===== config.mk =====
export PLATFORM = sky130hd
export DESIGN_NAME = uart_frac_tick_gen
export DESIGN_NICKNAME = d
export VERILOG_FILES = /design/src/rtl/ubg_pkg.sv /design/src/rtl/ubg_div_shadow.sv /design/src/rtl/ubg_period_ctr.sv /design/src/rtl/uart_frac_tick_gen.sv
export SDC_FILE = /design/constraint.sdc
export NUM_CORES = 1
export LEC_CHECK = 0
export BUFFER_PORTS_ARGS = -buffer_cell sky130_fd_sc_hd__clkbuf_2
export CORE_MARGIN = 3
export CORE_UTILIZATION = 60
export DETAILED_ROUTE_END_ITERATION = 6
export PLACE_DENSITY_LB_ADDON = 0.05
export SYNTH_ARGS = -nofsm -noshare
export SYNTH_HDL_FRONTEND = slang
export SYNTH_SLANG_ARGS = --single-unit

===== constraint.sdc =====
create_clock -name clk -period 9.6 [get_ports clk]
set_input_delay 1.92 -clock clk [delete_from_list [all_inputs] [get_ports clk]]
set_output_delay 1.92 -clock clk [all_outputs]
set_load 0.03 [all_outputs]

===== src/rtl/ubg_pkg.sv =====
package ubg_pkg;
    // default field widths and the oversampling ratio the divisor encodes
    localparam int UBG_INT_W   = 16;
    localparam int UBG_FRAC_W  = 6;
    localparam int UBG_OVERSMP = 16;
endpackage


===== src/rtl/ubg_div_shadow.sv =====
module ubg_div_shadow #(
    parameter int INT_W  = ubg_pkg::UBG_INT_W,
    parameter int FRAC_W = ubg_pkg::UBG_FRAC_W
) (
    input  logic              clk,
    input  logic              rst_n,
    input  logic [INT_W-1:0]  int_wdata_i,
    input  logic              int_wr_i,
    input  logic [FRAC_W-1:0] frac_wdata_i,
    input  logic              frac_wr_i,
    input  logic              lcr_wr_i,
    output logic [INT_W-1:0]  act_int_o,
    output logic [FRAC_W-1:0] act_frac_o
);
    typedef struct packed {
        logic [INT_W-1:0]  stg_int;
        logic [FRAC_W-1:0] stg_frac;
        logic [INT_W-1:0]  act_int;
        logic [FRAC_W-1:0] act_frac;
    } shadow_t;

    shadow_t sh_d, sh_q;

    always_comb begin
        sh_d = sh_q;
        if (int_wr_i)  sh_d.stg_int  = int_wdata_i;
        if (frac_wr_i) sh_d.stg_frac = frac_wdata_i;
        // the line-control write moves the whole staged pair at once
        if (lcr_wr_i) begin
            sh_d.act_int  = sh_d.stg_int;
            sh_d.act_frac = sh_d.stg_frac;
        end
    end

    always_ff @(posedge clk or negedge rst_n) begin
        if (!rst_n) sh_q <= '0;
        else        sh_q <= sh_d;
    end

    assign act_int_o  = sh_q.act_int;
    assign act_frac_o = sh_q.act_frac;

    assert_hold_R4: assert property (@(posedge clk) disable iff (!rst_n)
        !lcr_wr_i |=> ($stable(act_int_o) && $stable(act_frac_o)));
endmodule


===== src/rtl/ubg_period_ctr.sv =====
module ubg_period_ctr #(
    parameter int INT_W  = ubg_pkg::UBG_INT_W,
    parameter int FRAC_W = ubg_pkg::UBG_FRAC_W
) (
    input  logic              clk,
    input  logic              rst_n,
    input  logic              en_i,
    input  logic              restart_i,
    input  logic [INT_W-1:0]  div_int_i,
    input  logic [FRAC_W-1:0] div_frac_i,
    output logic              tick_o
);
    // one extra bit so a stretched period of 2**INT_W cycles still fits
    localparam int CNT_W = INT_W + 1;

    typedef struct packed {
        logic [CNT_W-1:0]  cnt;
        logic [FRAC_W-1:0] acc;
        logic              tick;
    } ctr_t;

    ctr_t             st_d, st_q;
    logic [FRAC_W:0]  acc_sum;
    logic             carry;
    logic             running;
    logic [CNT_W-1:0] last_cnt;

    always_comb begin
        acc_sum  = {1'b0, st_q.acc} + {1'b0, div_frac_i};
        carry    = acc_sum[FRAC_W];
        running  = en_i && (div_int_i != '0);
        // a carry stretches this period by one cycle
        last_cnt = carry ? {1'b0, div_int_i} : ({1'b0, div_int_i} - CNT_W'(1));

        st_d      = st_q;
        st_d.tick = 1'b0;
        if (restart_i || !running) begin
            st_d.cnt = '0;
            st_d.acc = '0;
        end else if (st_q.cnt == last_cnt) begin
            st_d.cnt  = '0;
            st_d.acc  = acc_sum[FRAC_W-1:0];
            st_d.tick = 1'b1;
        end else begin
            st_d.cnt = st_q.cnt + CNT_W'(1);
        end
    end

    always_ff @(posedge clk or negedge rst_n) begin
        if (!rst_n) st_q <= '0;
        else        st_q <= st_d;
    end

    assign tick_o = st_q.tick;

    assert_cnt_bound_R3: assert property (@(posedge clk) disable iff (!rst_n)
        st_q.cnt <= {1'b0, div_int_i});
    assert_tick_pulse_R2: assert property (@(posedge clk) disable iff (!rst_n)
        (tick_o && (div_int_i > INT_W'(1))) |=> !tick_o);
    assert_restart_R5: assert property (@(posedge clk) disable iff (!rst_n)
        restart_i |=> (st_q.cnt == '0 && st_q.acc == '0 && !tick_o));
    assert_idle_R6: assert property (@(posedge clk) disable iff (!rst_n)
        !en_i |=> !tick_o);
    assert_zero_div_R7: assert property (@(posedge clk) disable iff (!rst_n)
        (div_int_i == '0) |=> !tick_o);
endmodule


===== src/rtl/uart_frac_tick_gen.sv =====
module uart_frac_tick_gen #(
    parameter int INT_W  = ubg_pkg::UBG_INT_W,
    parameter int FRAC_W = ubg_pkg::UBG_FRAC_W
) (
    input  logic              clk,
    input  logic              rst_n,
    input  logic              en_i,
    input  logic [INT_W-1:0]  int_wdata_i,
    input  logic              int_wr_i,
    input  logic [FRAC_W-1:0] frac_wdata_i,
    input  logic              frac_wr_i,
    input  logic              lcr_wr_i,
    output logic              tick_o
);
    logic [INT_W-1:0]  act_int;
    logic [FRAC_W-1:0] act_frac;

    ubg_div_shadow #(.INT_W(INT_W), .FRAC_W(FRAC_W)) u_shadow (
        .clk          (clk),
        .rst_n        (rst_n),
        .int_wdata_i  (int_wdata_i),
        .int_wr_i     (int_wr_i),
        .frac_wdata_i (frac_wdata_i),
        .frac_wr_i    (frac_wr_i),
        .lcr_wr_i     (lcr_wr_i),
        .act_int_o    (act_int),
        .act_frac_o   (act_frac)
    );

    // the commit edge both loads the divisor and clears the counter
    ubg_period_ctr #(.INT_W(INT_W), .FRAC_W(FRAC_W)) u_ctr (
        .clk        (clk),
        .rst_n      (rst_n),
        .en_i       (en_i),
        .restart_i  (lcr_wr_i),
        .div_int_i  (act_int),
        .div_frac_i (act_frac),
        .tick_o     (tick_o)
    );
endmodule


=== Word-level counts from Yosys, hierarchy flattened ===
Index checks and enable logic that the tools add are counted.

* Register bits: 68
* Input port bits: 28
* Output and inout port bits: 1

* Add/sub/neg operators: 3
* Equal/unequal tests: 1
* Mux-type cells: 7
* Reductions and logical operators: 5

{| class="wikitable"
|+ Operators by type and width
! cell !! number
|-
| two-way mux 17 bit || 2
|-
| two-way mux 23 bit || 1
|-
| adder 17 x 1 -> 17 bit, second input constant || 1
|-
| == test 17 bit || 1
|-
| subtractor 16 x 1 -> 17 bit, second input constant || 1
|-
| two-way mux 16 bit || 1
|-
| nonzero test 16 bit || 1
|-
| adder 6 x 6 -> 7 bit || 1
|-
| two-way mux 7 bit || 1
|-
| two-way mux 6 bit || 1
|-
| nonzero test 2 bit || 1
|-
| logical AND 1 bit || 1
|-
| zero test 1 bit || 1
|-
| logical OR 1 bit || 1
|-
| two-way mux 1 bit || 1
|}

=== Logic depth before layout (Yosys ltp) ===
* Depth in word-level cells: 5
* Mapped depth: 14
* Mapped depth without buffers: 11

=== Hierarchy ===
From an unflattened synthesis, not the netlist that was laid out.

* Cell total of the unflattened synthesis: 363
* Area total of the unflattened synthesis: 4070.2 sq um

{| class="wikitable"
|+ Modules (own cells, without submodules)
! module !! times used !! cells an instance !! area each (sq um) !! seq. area each (sq um)
|-
| ubg_period_ctr || 1 || 248 || 2188.3 || 600.6
|-
| ubg_div_shadow || 1 || 115 || 1881.8 || 1101.1
|}

=== Worst setup path after synthesis ===
OpenSTA, ideal clock, no wires.

* Path type: input port to flip-flop
* Start: input int_wr_i
* End: register u_shadow.sh_q (netlist bit u_shadow.act_int_o[10])
* Setup time: 125 ps
* Arrival time: 3145 ps
* Slack: 6331 ps
* Cell stages on the path: 4
* Path through: clkbuf_1 > clkbuf_1 > mux2_2 > mux2_2

{| class="wikitable"
|+ RTL lines
! element !! line !! text
|-
| from (decl) || uart_frac_tick_gen.sv:9 || <nowiki>input logic int_wr_i,</nowiki>
|-
| to (signal assigned) || ubg_div_shadow.sv:36 || <nowiki>if (!rst_n) sh_q <= '0;</nowiki>
|-
| to (signal assigned) || ubg_div_shadow.sv:37 || <nowiki>else sh_q <= sh_d;</nowiki>
|-
| to (decl) || ubg_div_shadow.sv:22 || <nowiki>shadow_t sh_d, sh_q;</nowiki>
|}

=== Worst setup path after layout ===
* Start: register u_shadow.sh_q (netlist bit u_shadow.act_frac_o[0])
* End: register u_ctr.st_q[2] in the netlist's numbering

* Cells in the longest elaborated chain, start to end: 4

{| class="wikitable"
|+ RTL lines
! element !! line !! text
|-
| adder 6 x 6 -> 7 bit (*) || ubg_period_ctr.sv:29 || <nowiki>acc_sum = {1'b0, st_q.acc} + {1'b0, div_frac_i};</nowiki>
|-
| two-way mux 17 bit || ubg_period_ctr.sv:33 || <nowiki>last_cnt = carry ? {1'b0, div_int_i} : ({1'b0, div_int_i} - CNT_W'(1));</nowiki>
|-
| == test 17 bit || ubg_period_ctr.sv:40 || <nowiki>end else if (st_q.cnt == last_cnt) begin</nowiki>
|-
| nonzero test 2 bit (no line) || - ||
|-
| to (signal assigned) || ubg_period_ctr.sv:51 || <nowiki>else st_q <= st_d;</nowiki>
|-
| to (decl) || ubg_period_ctr.sv:22 || <nowiki>ctr_t st_d, st_q;</nowiki>
|}

Every way passes the cells marked *; elsewhere a longest branch is shown, timed or not. The select of a mux whose other input is x is not followed.
A chain may end at the register's enable or synchronous reset.

==> flow_metrics.py <==
metrics = {
    "sta": {
        "fmax_mhz": 259,
        "worst_slew_pin_slew_ns": 0.966,
        "fin_crit_sh_pct": 40.3,
        "hold_viol": 0,
        "slew_headroom_pct": 35.4,
        "finClkSkew_ns": 0.00979,
        "finalSetupTns_ns": 0,
        "final_max_slew_viol_count": 0,
        "setup_violations": 0,
        "rsz0062_at_grt": "false",
        "fin_hold_ws_ns": 0.493,
        "post-route-min-period_ns": 3.87,
        "post-route-worst-setup-slack_ns": 5.73,
    },
    "cells_and_area": {
        "layout_common_cells": "dfrtp_1, mux2_2, nor3_1, clkbuf_2, xor2_1",
        "fillCellCount": 478,
        "nets": 402,
        "n_antenna_cell": 0,
        "final_util_pct": 67.9,
        "final_common_cell": "dfrtp_1",
        "multi_input_area_mm2": 0.00190,
        "final_area_mm2": 0.00405,
        "final_cells": 445,
        "drive_gt1_share_pct": 25.4,
        "area_growth_pct": 8.93,
        "ff_latch_area_mm2": 0.00170,
    },
    "global_route": {
        "grt_pass1_wl_um": 12700,
        "gr-total-overflow": 0,
        "grt_use_total_pct": 22.4,
        "grt_max_degree": 69,
        "antenna_found_initial": 0,
        "grt_pass1_vias": 2740,
    },
    "floorplanning": {
        "die_x_um": 84.7,
        "die-area_mm2": 0.00717,
        "ioPinCount": 29,
        "core_area_mm2": 0.00596,
        "initial_core_util_pct": 62.4,
        "die_h_um": 84.7,
        "rows": 28,
    },
    "synthesis": {
        "syn_inst": 341,
        "synth_nets": 378,
        "synth.avg_cell_area_um2": 10.9,
        "ys_warn_count": 0,
        "ys_types": 54,
        "ys.flop_type": "dfrtp_1",
        "ys_ff_latch": 68,
        "synth-seq-area-share_pct": 45.8,
        "async_flop_share_pct": 100,
        "synth_area_mm2": 0.00371,
        "synth-edff-count": 0,
    },
    "placement": {
        "placed_area_mm2": 0.00387,
        "gp_congestion": 0.832,
        "dp_hpwl_um": 5430,
        "placedCellCount": 429,
        "io_buffers": 28,
        "dp_slack_ns": 5.74,
    },
    "clock_network": {
        "cts_max_path_buffers": 2,
        "clock-sinks": 68,
        "h-tree-depth": 3,
        "cts_tree": "done",
        "postCtsHoldBufs": 0,
        "cts_setup_buffers": 0,
        "cts_resized": 0,
        "cts_inserted_buffers": 9,
        "cts_root_buf": "clkbuf_8",
        "clk_latency_ns": 0.35,
        "clk_pin_slew_ns": 0.07,
    },
    "critical_path": {
        "max_stage_delay_ns": 0.77,
        "crit_chain": "ha_1 -> inv_1 -> fa_1 -> nand2b_1 -> a21oi_1 -> o21ai_0 -> a22oi_1 -> o2111ai_1 -> or4b_1 -> nor2_8 -> a211oi_1",
        "end_kind": "register",
        "critPathKind": "reg -> reg",
        "start_kind": "register",
        "cp.arrival_ns": 4.05,
        "cp.required_ns": 9.78,
        "cp_max_fo": 18,
        "slowest_stage": "a21oi_1",
    },
    "power_and_ir_drop": {
        "power_density_mw_per_mm2": 157,
        "combPwrFrac_pct": 15.2,
        "leakagePower_nw": 1.69,
        "switching_share_pct": 28.0,
        "pwr-share-clk_pct": 32.5,
        "p_int_mw": 0.456,
        "worst_ir_drop_vdd_v": 0.0000942,
        "p_total_mw": 0.633,
        "switchingPower_mw": 0.177,
        "pwr-share-seq_pct": 52.3,
    },
    "routing": {
        "remaining_drc_errors": 0,
        "postRouteAntennaNets": 0,
        "drt-initial-drc-count": 116,
        "wl_per_cell_um": 16.8,
        "via_per_inst": 5.97,
        "drt_wl_total_um": 7470,
        "dr.pass1.iters": 4,
        "via_count": 2656,
    },
    "min_path": {
        "hold_class": "reg -> reg",
    },
    "job": {
        "max_cap_viol_count": 0,
    },
    "status": {
        "status": "complete, no violations",
    },
}
[state kept, by name, summed over array words and instances (netlist names)]
register and count:
u_ctr.st_q 23, u_ctr.tick_o 1, u_shadow.act_frac_o 6, u_shadow.act_int_o 16
u_shadow.sh_q 22
[worst max-delay path, delay by kind of cell, from the launching register on]
kind | cells | cell delay [ns]
AO/OA/AOI/OAI | 5 | 1.53
adder cells (fa/ha/maj) | 2 | 0.55
buffers and inverters | 1 | 0.06
flip-flops | 1 | 0.35
AND/OR/NAND/NOR | 3 | 1.23
[Yosys cell counts (2+ instances only)]
master,count,area [um2]
xnor2_1,17,149
buf_1,3,11.3
mux2_2,42,473
xor2_1,19,166
nand3_1,14,70.1
o211ai_1,2,15.0
clkbuf_1,10,37.5
nand3b_1,3,22.5
a21o_1,4,30.0
ha_1,8,100
or4b_1,2,20.0
o21ai_0,11,55.1
a31oi_1,3,18.8
nor2b_1,3,18.8
nand2b_1,4,25.0
nand4_1,7,43.8
or3_1,3,18.8
and3_1,5,31.3
nor3_1,30,150
nor4_1,4,25.0
nor3b_1,2,15.0
mux2i_1,2,20.0
nand2_1,12,45.0
a211oi_1,3,22.5
nor2_1,12,45.0
dfrtp_1,68,1700
inv_1,8,30.0
a21oi_1,14,70.1
[power by group through the flow]
stage | registers, mW | logic, mW | clock network (mW)
3_3_place_gp | 0.336 | 0.0942 | 0
5_1_grt | 0.335 | 0.109 | 0.224
6_report | 0.331 | 0.0963 | 0.206
4_1_cts | 0.332 | 0.0971 | 0.212
3_5_place_dp | 0.337 | 0.0964 | 0
2_1_floorplan | 0.328 | 0.0763 | 0
[path summary, 6_finish.rpt]
kind | startpoint | end | slack (ns) | cells after the start
min in group asynchronous | rst_n | u_shadow.act_int_o[3] | 1.75 | 2
max in group asynchronous | rst_n | u_ctr.st_q[20] | 7.31 | 2
hold reg to reg | u_shadow.sh_q[42] | u_shadow.sh_q[42] | 0.49 | 1
setup / recovery | u_shadow.act_frac_o[0] | u_ctr.st_q[2] | 5.73 | 11
setup reg to reg | u_shadow.act_frac_o[0] | u_ctr.st_q[2] | 5.73 | 11
hold / removal | u_shadow.sh_q[42] | u_shadow.sh_q[42] | 0.49 | 1
[layer usage]
layer | part of all wire (%) | track usage [%] | vias to the layer above | wire length, um
met2 | 51 | 39.4 | 60 | 3820
li1 | - | - | 1285 | -
met3 | 4.3 | 4.12 | 14 | 321
met4 | 1.7 | 8.20 | 0 | 129
met5 | 0 | 0 | - | 0
met1 | 43 | 27.3 | 1297 | 3200
[layout make-up]
type                       instances  area share, %
sequential                        68           42.1
clock inverter                     4          0.619
tap                               75           2.32
timing repair buffer              29           3.65
inverter                           8          0.742
clock buffer                      12           3.59
multi-input combinational        249           47.0
[kinds of logic after synthesis]
family                     share of synthesized area (%)
AOI/OAI and AO/OA                                   8.02
xor gates and xnor gates                            8.49
adders and majority gates                           3.23
buffers and inverters                               2.96
DFF                                                 45.8
muxes                                               13.3
and+or+nand+nor                                     18.2
(Power assumes the default switching activity.)
